File: config.mk
export PLATFORM = sky130hd
export DESIGN_NAME = phy_setup_seq
export DESIGN_NICKNAME = d
export VERILOG_FILES = /design/src/rtl/phy_seq_pkg.sv /design/src/rtl/phy_seq_addr_ctr.sv /design/src/rtl/phy_seq_poll_ctr.sv /design/src/rtl/phy_setup_seq.sv
export SDC_FILE = /design/constraint.sdc
export NUM_CORES = 1
export LEC_CHECK = 0
export ABC_AREA = 1
export BUFFER_PORTS_ARGS = -buffer_cell sky130_fd_sc_hd__buf_4
export CAP_MARGIN = 25
export CELL_PAD_IN_SITES_DETAIL_PLACEMENT = 0
export CELL_PAD_IN_SITES_GLOBAL_PLACEMENT = 1
export CORE_MARGIN = 1
export CORE_UTILIZATION = 37
export DETAILED_ROUTE_END_ITERATION = 6
export PLACE_DENSITY_LB_ADDON = 0.1
export REMOVE_ABC_BUFFERS = 1
export SYNTH_ARGS = -nofsm -noshare
export SYNTH_HDL_FRONTEND = slang
export SYNTH_SLANG_ARGS = --single-unit
File: constraint.sdc
create_clock -name clk -period 1.8 [get_ports clk]
set_input_delay 0.27 -clock clk [delete_from_list [all_inputs] [get_ports clk]]
set_output_delay 0.27 -clock clk [all_outputs]
set_load 0.01 [all_outputs]
File: src/rtl/phy_seq_pkg.sv
package phy_seq_pkg;
  localparam int REG_W = 16;

  typedef enum logic [3:0] {
    S_IDLE, S_SCAN_CR, S_SCAN_SR, S_RST, S_POLL, S_ID_HI, S_ID_LO,
    S_AN_RD, S_AN_CLR, S_ADV_RD, S_ADV_WR, S_AN_EN, S_AN_RST
  } step_t;

  localparam logic [4:0] REG_CTRL  = 5'd0;
  localparam logic [4:0] REG_STAT  = 5'd1;
  localparam logic [4:0] REG_ID_HI = 5'd2;
  localparam logic [4:0] REG_ID_LO = 5'd3;
  localparam logic [4:0] REG_ADV   = 5'd4;

  localparam int BIT_RESET   = 15;
  localparam int BIT_AN_EN   = 12;
  localparam int BIT_RESTART = 9;
  localparam logic [REG_W-1:0] ADV_CAPS = 16'h01A0;

  // device presence test on the two scan reads
  function automatic logic phy_present(input logic [REG_W-1:0] cr, input logic cr_err,
                                       input logic [REG_W-1:0] sr, input logic sr_err);
    return !cr_err && !sr_err && !((cr == '1) && (sr == '1));
  endfunction

  function automatic logic [REG_W-1:0] ctrl_an_off(input logic [REG_W-1:0] cr);
    return cr & ~(REG_W'(1) << BIT_AN_EN);
  endfunction

  function automatic logic [REG_W-1:0] ctrl_an_on(input logic [REG_W-1:0] cr);
    return ctrl_an_off(cr) | (REG_W'(1) << BIT_AN_EN);
  endfunction

  function automatic logic [REG_W-1:0] ctrl_an_restart(input logic [REG_W-1:0] cr);
    return ctrl_an_on(cr) | (REG_W'(1) << BIT_RESTART);
  endfunction
endpackage

File: src/rtl/phy_seq_addr_ctr.sv
module phy_seq_addr_ctr #(
  parameter int ADDR_W = 5
) (
  input  logic              clk,
  input  logic              rst_n,
  input  logic              clr,
  input  logic              inc,
  output logic [ADDR_W-1:0] addr,
  output logic              last
);
  localparam logic [ADDR_W-1:0] LAST_ADDR = '1;

  always_ff @(posedge clk) begin
    if (!rst_n)     addr <= '0;
    else if (clr)   addr <= '0;
    else if (inc)   addr <= addr + 1'b1;
  end

  assign last = (addr == LAST_ADDR);

  // scan moves to the next address, one at a time
  a_r1_addr_step: assert property (@(posedge clk) disable iff (!rst_n)
    (inc && !clr) |=> (addr == ADDR_W'($past(addr) + 1'b1)));
  a_r1_addr_clear: assert property (@(posedge clk) disable iff (!rst_n)
    clr |=> (addr == '0));
endmodule

File: src/rtl/phy_seq_poll_ctr.sv
module phy_seq_poll_ctr #(
  parameter int POLL_MAX = 16
) (
  input  logic                            clk,
  input  logic                            rst_n,
  input  logic                            clr,
  input  logic                            inc,
  output logic [$clog2(POLL_MAX+1)-1:0]   cnt,
  output logic                            expired
);
  localparam int CNT_W = $clog2(POLL_MAX+1);
  localparam logic [CNT_W-1:0] LIMIT = CNT_W'(POLL_MAX - 1);

  always_ff @(posedge clk) begin
    if (!rst_n)     cnt <= '0;
    else if (clr)   cnt <= '0;
    else if (inc)   cnt <= cnt + 1'b1;
  end

  assign expired = (cnt == LIMIT);

  // never more than POLL_MAX poll reads
  a_r4_poll_bound: assert property (@(posedge clk) disable iff (!rst_n)
    cnt <= LIMIT);
endmodule

File: src/rtl/phy_setup_seq.sv
module phy_setup_seq
  import phy_seq_pkg::*;
#(
  parameter int ADDR_W   = 5,
  parameter int POLL_MAX = 16
) (
  input  logic              clk,
  input  logic              rst_n,
  input  logic              start,
  output logic              busy,
  output logic              found,
  output logic              fail,
  output logic [ADDR_W-1:0] phy_addr,
  output logic [31:0]       phy_id,
  output logic              mgmt_req,
  output logic              mgmt_we,
  output logic [ADDR_W-1:0] mgmt_phy,
  output logic [4:0]        mgmt_reg,
  output logic [REG_W-1:0]  mgmt_wdata,
  input  logic              mgmt_done,
  input  logic [REG_W-1:0]  mgmt_rdata,
  input  logic              mgmt_err
);
  localparam int CNT_W = $clog2(POLL_MAX+1);

  step_t            step;
  logic             pend;
  logic [REG_W-1:0] cr_q, adv_q;
  logic             cr_err_q;

  logic [ADDR_W-1:0] addr;
  logic              addr_last, addr_clr, addr_inc;
  logic [CNT_W-1:0]  poll_cnt;
  logic              poll_expired, poll_clr, poll_inc;

  // named internal events
  logic kick, resp, scan_hit, scan_miss_end, rst_ok, rst_fail;
  assign kick          = (step == S_IDLE) && start;
  assign resp          = pend && mgmt_done;
  assign scan_hit      = resp && (step == S_SCAN_SR) &&
                         phy_present(cr_q, cr_err_q, mgmt_rdata, mgmt_err);
  assign scan_miss_end = resp && (step == S_SCAN_SR) && !scan_hit && addr_last;
  assign rst_ok        = resp && (step == S_POLL) && !mgmt_err && !mgmt_rdata[BIT_RESET];
  assign rst_fail      = resp && (((step == S_RST) && mgmt_err) ||
                         ((step == S_POLL) && (mgmt_err || (mgmt_rdata[BIT_RESET] && poll_expired))));

  assign addr_clr = kick;
  assign addr_inc = resp && (step == S_SCAN_SR) && !scan_hit && !addr_last;
  assign poll_clr = resp && (step == S_RST);
  assign poll_inc = resp && (step == S_POLL) && !mgmt_err && mgmt_rdata[BIT_RESET] && !poll_expired;

  phy_seq_addr_ctr #(.ADDR_W(ADDR_W)) u_addr (
    .clk(clk), .rst_n(rst_n), .clr(addr_clr), .inc(addr_inc),
    .addr(addr), .last(addr_last));

  phy_seq_poll_ctr #(.POLL_MAX(POLL_MAX)) u_poll (
    .clk(clk), .rst_n(rst_n), .clr(poll_clr), .inc(poll_inc),
    .cnt(poll_cnt), .expired(poll_expired));

  always_ff @(posedge clk) begin
    if (!rst_n) begin
      step <= S_IDLE; pend <= 1'b0; found <= 1'b0; fail <= 1'b0;
      phy_id <= '0; cr_q <= '0; adv_q <= '0; cr_err_q <= 1'b0;
    end else if (step == S_IDLE) begin
      if (start) begin
        step <= S_SCAN_CR; pend <= 1'b0;
        found <= 1'b0; fail <= 1'b0; phy_id <= '0;
      end
    end else if (!pend) begin
      pend <= 1'b1;                      // request leaves this cycle
    end else if (mgmt_done) begin
      pend <= 1'b0;
      unique case (step)
        S_SCAN_CR: begin cr_q <= mgmt_rdata; cr_err_q <= mgmt_err; step <= S_SCAN_SR; end
        S_SCAN_SR: begin
          if (scan_hit)           begin found <= 1'b1; step <= S_RST; end
          else if (scan_miss_end) begin fail <= 1'b1;  step <= S_IDLE; end
          else                    step <= S_SCAN_CR;
        end
        S_RST:     step <= rst_fail ? S_IDLE : S_POLL;
        S_POLL:    if (rst_ok) step <= S_ID_HI;
                   else if (rst_fail) step <= S_IDLE;
        S_ID_HI:   begin phy_id[31:16] <= mgmt_rdata; step <= S_ID_LO; end
        S_ID_LO:   begin phy_id[15:0]  <= mgmt_rdata; step <= S_AN_RD; end
        S_AN_RD:   begin cr_q <= mgmt_rdata; step <= S_AN_CLR; end
        S_AN_CLR:  step <= S_ADV_RD;
        S_ADV_RD:  begin adv_q <= mgmt_rdata; step <= S_ADV_WR; end
        S_ADV_WR:  step <= S_AN_EN;
        S_AN_EN:   step <= S_AN_RST;
        default:   step <= S_IDLE;
      endcase
      if (rst_fail) begin found <= 1'b0; fail <= 1'b1; end
    end
  end

  // request fields per step
  always_comb begin
    mgmt_we = 1'b0; mgmt_reg = REG_CTRL; mgmt_wdata = '0;
    unique case (step)
      S_SCAN_SR: mgmt_reg = REG_STAT;
      S_RST:     begin mgmt_we = 1'b1; mgmt_wdata = REG_W'(1) << BIT_RESET; end
      S_ID_HI:   mgmt_reg = REG_ID_HI;
      S_ID_LO:   mgmt_reg = REG_ID_LO;
      S_AN_CLR:  begin mgmt_we = 1'b1; mgmt_wdata = ctrl_an_off(cr_q); end
      S_ADV_RD:  mgmt_reg = REG_ADV;
      S_ADV_WR:  begin mgmt_we = 1'b1; mgmt_reg = REG_ADV; mgmt_wdata = adv_q | ADV_CAPS; end
      S_AN_EN:   begin mgmt_we = 1'b1; mgmt_wdata = ctrl_an_on(cr_q); end
      S_AN_RST:  begin mgmt_we = 1'b1; mgmt_wdata = ctrl_an_restart(cr_q); end
      default:   ;
    endcase
  end

  assign busy     = (step != S_IDLE);
  assign mgmt_req = busy && !pend;
  assign mgmt_phy = addr;
  assign phy_addr = addr;

  // single-cycle request, never while idle
  a_r10_one_cycle_req: assert property (@(posedge clk) disable iff (!rst_n)
    mgmt_req |=> !mgmt_req);
  a_r10_idle_quiet: assert property (@(posedge clk) disable iff (!rst_n)
    !busy |-> !mgmt_req);
  // restart is only ever written together with enable
  a_r9_restart_with_en: assert property (@(posedge clk) disable iff (!rst_n)
    (mgmt_req && mgmt_we && (mgmt_reg == REG_CTRL) && mgmt_wdata[BIT_RESTART])
      |-> mgmt_wdata[BIT_AN_EN]);
  // a finished run reports exactly one outcome
  a_r3_one_outcome: assert property (@(posedge clk) disable iff (!rst_n)
    $fell(busy) |-> (found != fail));
  // failure never coexists with found
  a_r5_fail_not_found: assert property (@(posedge clk) disable iff (!rst_n)
    fail |-> !found);
  // a qualifying scan response marks the PHY as found
  a_r2_hit_sets_found: assert property (@(posedge clk) disable iff (!rst_n)
    scan_hit |=> (found && busy));
endmodule

==> out/results.ini, run 1 <==
[floorplanning]
start_util_pct=38.6
die_h_um=101
rows=35
die_area_mm2=0.0102
io_pins=89
fp.dieW_um=101
core_mm2=0.00937

[clock_network]
cts_hold_buf=0
cts_sinks=79
clkTransAtPathRegs_ns=0.09
numCtsBuffers=9
cts_tree=yes
clock_path_buffers=2
clock_insertion_delay_worst_skew_ns=0.35
cts_root_buf=clkbuf_8
cts_max_level=3

[pwr]
seq_power_share_pct=38.8
comb_power_share_pct=38.8
ir_drop_uv=508
switching_share_pct=37.6
power_frac_clock_pct=22.4
switching_power_w=0.00209
total_power_w=0.00557
p_leak_nw=2.13
internal_power_w=0.00347
p_per_area_mw_per_mm2=1120

[synthesis]
synth_compound_area_share_pct=23.0
yosys-top-cells-area=dfxtp_1, o21ai_0, a21oi_1, nand2_1, nor2_1
syn_inst=504
yosys.area.top_type=dfxtp_1
yosysTopAreaCellShare_pct=43.8
synthMuxAreaShare_pct=0
yosysUniqueCellTypes=32
ys_seq_area_share_pct=43.8
yosys.area_share.adder_pct=1.39
synth_top_family_by_area=compound AO/OA/AOI/OAI gates
synth-simple-area-share_pct=20.8
synthXorXnorAreaFrac_pct=0.485
yosysWarnings=0
synth_area_per_cell_um2=7.17
synth_seq_cells=79
netlist_area_mm2=0.00361

[grt]
antenna_found_initial=0
grt_pass1_wl_um=17300
grt_pass1_vias=3414
overflow=0
grt_max_degree=28
track_usage_pct=22.1

[layout]
drive_gt1_share_pct=33.0
final_common_cell=buf_4
layout_common_cells=buf_4, nand2_1, dfxtp_1
syn_to_final_growth_pct=37.8
fin_cells=747
diodes=0
fin_nets=638

[placement]
hpwlAfterDp_um=7670
io_buffers=86
gp_congestion=0.845
pre_cts_slack_ns=-0.195
dpl.cell_count=717

[worst_setup_path]
path_max_fanout=4
crit_required_ns=1.53
worst-setup-path-type=register to output pin
arrival_ns=1.55
cp-end-kind=output pin
crit_path_start_kind=register

[drt]
vias=3659
avgViaCountPerCell=4.90
ant_nets=0
initialDrtViolationCount=124
firstDrtPassIters=5
wire_per_inst_um=14.3
wirelength_um=10700
drc=0

[status]
violations=setup timing
status=finished with violations

[sta]
post-route-period-util_pct=101
tightest_slew_ns=0.559
finalHoldViolCount=0
rsz0062_at_grt=yes
fin_worst_skew_ns=0.0148
fin_crit_ns=1.82
maxSlewHeadroom_pct=62.7
finalSetupViolations=8
whs_ns=0.183
setup_ws_ns=-0.0246
fmax_mhz=548
slew_viol_final=0

[hold_path]
holdCritPathClass=input pin to register

[job]
max-cap-violations=0

-- sequential cells by signal, summed over array words and instances (netlist names) --
register     count
found            1
fail             1
pend             1
cr_err_q         1
cr_q            16
adv_q           13
phy_id          32
u_addr.addr      5
u_poll.cnt       5
step             4
-- final cells by class --
type / instances / area, µm²
fillers: 947 / 4390
clock buffers: 11 / 141
multi-input cells: 342 / 1820
repair buffers: 126 / 998
clock inverters: 5 / 40.0
well taps: 129 / 161
flip-flops and latches: 79 / 1590
inverters: 55 / 225
-- through the flow --
| stage | area, µm² | utilization, % | setup TNS [ns] |
|---|---|---|---|
| 2_1_floorplan | 3440 | - | 0 |
| 6_report | 4980 | 53.2 | -0.0684 |
| 3_5_place_dp | 4450 | 47.4 | -1.42 |
| 3_3_place_gp | 4450 | 47.4 | -0.888 |
| 4_1_cts | 4850 | 51.7 | -0.115 |
| 5_1_grt | 4980 | 53.2 | -1.61 |
-- critical path, stage by stage, from the launching register on --
cell and delay [ns]:
dfxtp_2 0.34, buf_6 0.13, nand2_4 0.07, clkinv_4 0.05, nand2_4 0.06, nand2_4 0.07, nor2_1 0.10, buf_4 0.17
nand2_1 0.07, buf_4 0.14
-- power groups by stage --
stage / Combinational [W] / Sequential (W) / Clock (W)
2_1_floorplan: 0.000811 / 0.00226 / 0
3_3_place_gp: 0.00178 / 0.00217 / 0
3_5_place_dp: 0.00178 / 0.00218 / 0
4_1_cts: 0.00198 / 0.00216 / 0.00129
5_1_grt: 0.00236 / 0.00219 / 0.00138
6_report: 0.00216 / 0.00216 / 0.00125
-- synth_stat cells --
| library cell | number |
|---|---|
| buf_4 | 12 |
| o21ai_2 | 3 |
| nor2_1 | 62 |
| o211ai_1 | 2 |
| buf_2 | 1 |
| a221oi_1 | 1 |
| a21oi_1 | 63 |
| o21ai_0 | 82 |
| clkbuf_2 | 2 |
| nor2_2 | 3 |
| nand3b_1 | 1 |
| buf_6 | 2 |
| nand3_2 | 2 |
| inv_2 | 8 |
| nand2_2 | 2 |
| clkbuf_1 | 12 |
| nand2_1 | 84 |
| nor3_1 | 2 |
| nand2_4 | 2 |
| dfxtp_1 | 79 |
| nand4_2 | 1 |
| ha_1 | 4 |
| nand4_1 | 5 |
| nor2_4 | 2 |
| a211oi_1 | 5 |
| conb_1 | 1 |
| clkinv_1 | 1 |
| o21bai_1 | 1 |
| o21ai_1 | 2 |
| xor2_1 | 2 |
| nand3_1 | 9 |
| inv_1 | 46 |
-- metal layers --
layer	vias to the layer above	GRT usage (%)	wire length (µm)
met4	0	4.46	122
met2	87	36.4	5120
met3	10	5.27	459
met5	-	0	0
li1	1861	-	-
met1	1701	29.5	4970
-- final timing paths --
kind	from	endpoint	slack (ns)	cells after the start
setup / recovery	step[0]	mgmt_we	-0.02	9
hold / removal	mgmt_rdata[8]	cr_q[8]	0.18	3
setup reg to reg	step[2]	step[2]	0.12	10
hold reg to reg	adv_q[2]	adv_q[2]	0.45	2
-- kinds of logic (layout without fill, tap and decap cells) --
group	after synthesis	after routing
xor gates and xnor gates	2	2
other	1	2
adders and majority gates	4	4
AOI/OAI and AO/OA	159	159
and+or+nand+nor	175	175
DFF	79	79
buffers and inverters	84	197
-- what timing repair did --
| action | in CTS | in global routing |
|---|---|---|
| gates resized for setup | 68 | 31 |
| endpoints found under the setup margin | 19 | 31 |
| pin swaps | 6 | 6 |
| buffers inserted | 10 | 4 |
Power figures use the tool's default switching activity.
==> run 2: changes to the inputs <==
ABC_AREA = 0   (was 1)
CORE_UTILIZATION = 40   (was 37)
clock period = 1.9 ns   (was 1.8 ns; I/O delays follow)
==> run 2 against run 1 <==
  * The flow now finishes without violations
  * Worst setup slack improved by 0.027 ns
  * Cell count fell by 15%
  * Sequential share of layout area fell by 1.8 points
  * Total power fell by 39%
  * Die area fell by 4.8%
  * Synthesized area rose by 2.8%
  * Global-route usage barely moved
  * First-iteration DRC count rose by 19%
  * Sequential power fell by 23%
  * Core utilization rose by 6.8 points
  * Combinational power fell by 86%
  * Flip-flop and latch count did not move
  * Largest power group unchanged
  * Highest routed layer unchanged
==> out/results.ini, run 2 <==
[sta]
finalSetupViolations=0
maxSlewHeadroom_pct=59.9
setup_ws_ns=0.00202
finalHoldViolCount=0
slew_viol_final=0
tightest_slew_ns=0.599
fin_crit_ns=1.90
rsz0062_at_grt=yes
post-route-period-util_pct=99.9
whs_ns=0.223
fin_worst_skew_ns=0.00999
fmax_mhz=527

[clock_network]
clock_path_buffers=2
cts_max_level=3
numCtsBuffers=9
cts_tree=yes
cts_root_buf=clkbuf_8
cts_hold_buf=0
clock_insertion_delay_worst_skew_ns=0.36
cts_sinks=79
clkTransAtPathRegs_ns=0.09

[layout]
diodes=0
top_register=phy_id
fin_nets=545
multi_input_area_mm2=0.00218
layout_common_cells=buf_4, dfxtp_1, nor2b_1
final_common_cell=buf_4
largest_reg_flops=32
utilization_pct=60.0
syn_to_final_growth_pct=42.8
drive_gt1_share_pct=40.6
largestRegisters=phy_id (32), cr_q (16), adv_q (13)
regArea_mm2=0.00160
fillerInstances=781

[worst_setup_path]
crit_required_ns=2.20
worst-setup-path-type=register to register
timing.rr.end=u_poll.cnt[3]
path_max_fanout=6
crit_path_start_kind=register
crit_start=u_poll.cnt[0]
rrSetupSlack_ns=0.002
path_depth=9
r2r_cells=9
arrival_ns=2.19
reg2reg_from=u_poll.cnt[0]
critPathTopFamily=simple AND/OR/NAND/NOR gates
cp-end-kind=register
crit_chain=ha_4 -> and3_4 -> ha_4 -> or3b_4 -> nor3_2 -> buf_4 -> nand4_1 -> xor2_1 -> nor2_1
crit_path_top_delay_cell=or3b_4
endpoint=u_poll.cnt[3]
worst_path_most_repeated_cell=ha_4
critPathMaxStageDelay_ns=0.38
critPathBufInv=1

[grt]
overflow=0
grt_pass1_vias=3246
track_usage_pct=22.1
antenna_found_initial=0
grt_max_degree=64
grt_pass1_wl_um=16800

[placement]
hpwlAfterDp_um=6990
gp_congestion=0.843
io_buffers=86
pre_cts_slack_ns=-0.119

[synthesis]
ys.flop_type=dfxtp_1
yosys.area.top_type=dfxtp_1
synth-edff-count=0
synth_async_sr_flop_share_pct=0
synth_area_per_cell_um2=9.40
synth_common_cells=dfxtp_1, nor2b_1, a22oi_1, mux2i_1, nor2_1
yosysWarnings=0
yosysUniqueCellTypes=51
syn_inst=395
synth_seq_cells=79
yosysTopAreaCellShare_pct=42.6
ys_seq_area_share_pct=42.6
yosysMostFrequentCell=dfxtp_1
netlist_area_mm2=0.00371
yosys-top-cells-area=dfxtp_1, nor2b_1, mux2i_1, a22oi_1, a22o_1

[drt]
initialDrtViolationCount=147
drc=0
avgViaCountPerCell=5.33
vias=3366
ant_nets=0
wirelength_um=10600
wire_per_inst_um=16.7
firstDrtPassIters=6

[status]
status=finished, final reports clean

[pwr]
p_leak_nw=2.07
p_per_area_mw_per_mm2=636
total_power_w=0.00337
ir_drop_uv=432

[floorplanning]
rows=34
io_pins=89
core_mm2=0.00885
fp.dieW_um=98.4
die_h_um=98.4
start_util_pct=42.0
die_area_mm2=0.00968

[hold_path]
holdCritPathClass=input pin to register

[job]
max-cap-violations=0

-- run 2: cell types whose count changed after synthesis, sizes merged, moves of 6 or more --
cell / previous run / this run
a21oi: 63 / 13
a22o: 0 / 12
a22oi: 0 / 34
inv: 54 / 4
mux2i: 0 / 31
nand2: 88 / 15
nand2b: 0 / 6
nand3: 11 / 4
nor2: 67 / 21
nor2b: 0 / 69
o21ai: 87 / 8
-- run 2: per-layer routing --
| metal | part of all wire [%] | vias up | track usage [%] |
|---|---|---|---|
| met5 | 0 | - | 0 |
| met2 | 48 | 78 | 37.2 |
| met4 | 1.8 | 0 | 8.27 |
| li1 | - | 1664 | - |
| met1 | 46 | 1610 | 27.9 |
| met3 | 3.7 | 14 | 4.51 |
-- run 2: worst reg2reg max path: cells and delay by family, from the launching register on --
kind | cells | cell delay (ns)
adders and majority gates | 2 | 0.30
buffers and inverters | 1 | 0.16
xor gates and xnor gates | 1 | 0.15
DFF | 1 | 0.34
and+or+nand+nor | 5 | 0.89
-- run 2: power by group --
part           total [W]  internal, W  leakage, nW  switching, W
clock network    0.00141     0.000744        0.106      0.000662
registers        0.00167      0.00166        0.641     0.0000105
logic           0.000299     0.000138         1.32      0.000161
-- run 2: cells by family (layout without fill, tap and decap cells) --
| logic type | count (synthesis) | count (layout) | synth area share (%) |
|---|---|---|---|
| multiplexers | 32 | 32 | 8.66 |
| AND/OR/NAND/NOR | 153 | 154 | 24.5 |
| buffers and inverters | 35 | 162 | 4.88 |
| adder cells (fa/ha/maj) | 4 | 4 | 1.35 |
| AO/OA/AOI/OAI | 87 | 87 | 17.0 |
| flip-flops | 79 | 79 | 42.6 |
| other | 1 | 2 | 0.101 |
| XOR/XNOR | 4 | 4 | 0.943 |
-- run 2: worst min-delay path by stage --
stage / cells after the start / from / endpoint / slack, ns
after floorplan: 1 / rst_n / adv_q[0] / 0.41
after global placement: 2 / u_poll.cnt[4] / u_poll.cnt[4] / 0.48
after detailed placement: 2 / u_poll.cnt[4] / u_poll.cnt[4] / 0.49
after CTS: 3 / mgmt_rdata[1] / adv_q[1] / 0.21
after global routing: 3 / mgmt_rdata[3] / phy_id[19] / 0.23
final: 3 / mgmt_rdata[13] / phy_id[29] / 0.22
-- run 2: cell type report --
cell class | count | share of cell area, %
multi-input cells | 283 | 41.1
flip-flops and latches | 79 | 30.1
inverters | 4 | 0.283
repair buffers | 143 | 21.9
well taps | 108 | 2.55
clock inverters | 6 | 1.77
clock buffers | 9 | 2.33
-- run 2: through the flow --
step	setup TNS [ns]	instances	area (µm²)
after global placement	-0.192	603	4700
after global routing	-0.713	632	5310
after CTS	-0.00357	624	5070
after floorplan	-2.45	365	3550
after detailed placement	-0.458	603	4700
final	0	632	5310
-- run 2: timing repair --
item,4_1_cts,5_1_grt
setup endpoints to repair,27,31
resized for setup,30,45
pin swaps,13,26
gates cloned,1,1
setup buffers,5,7
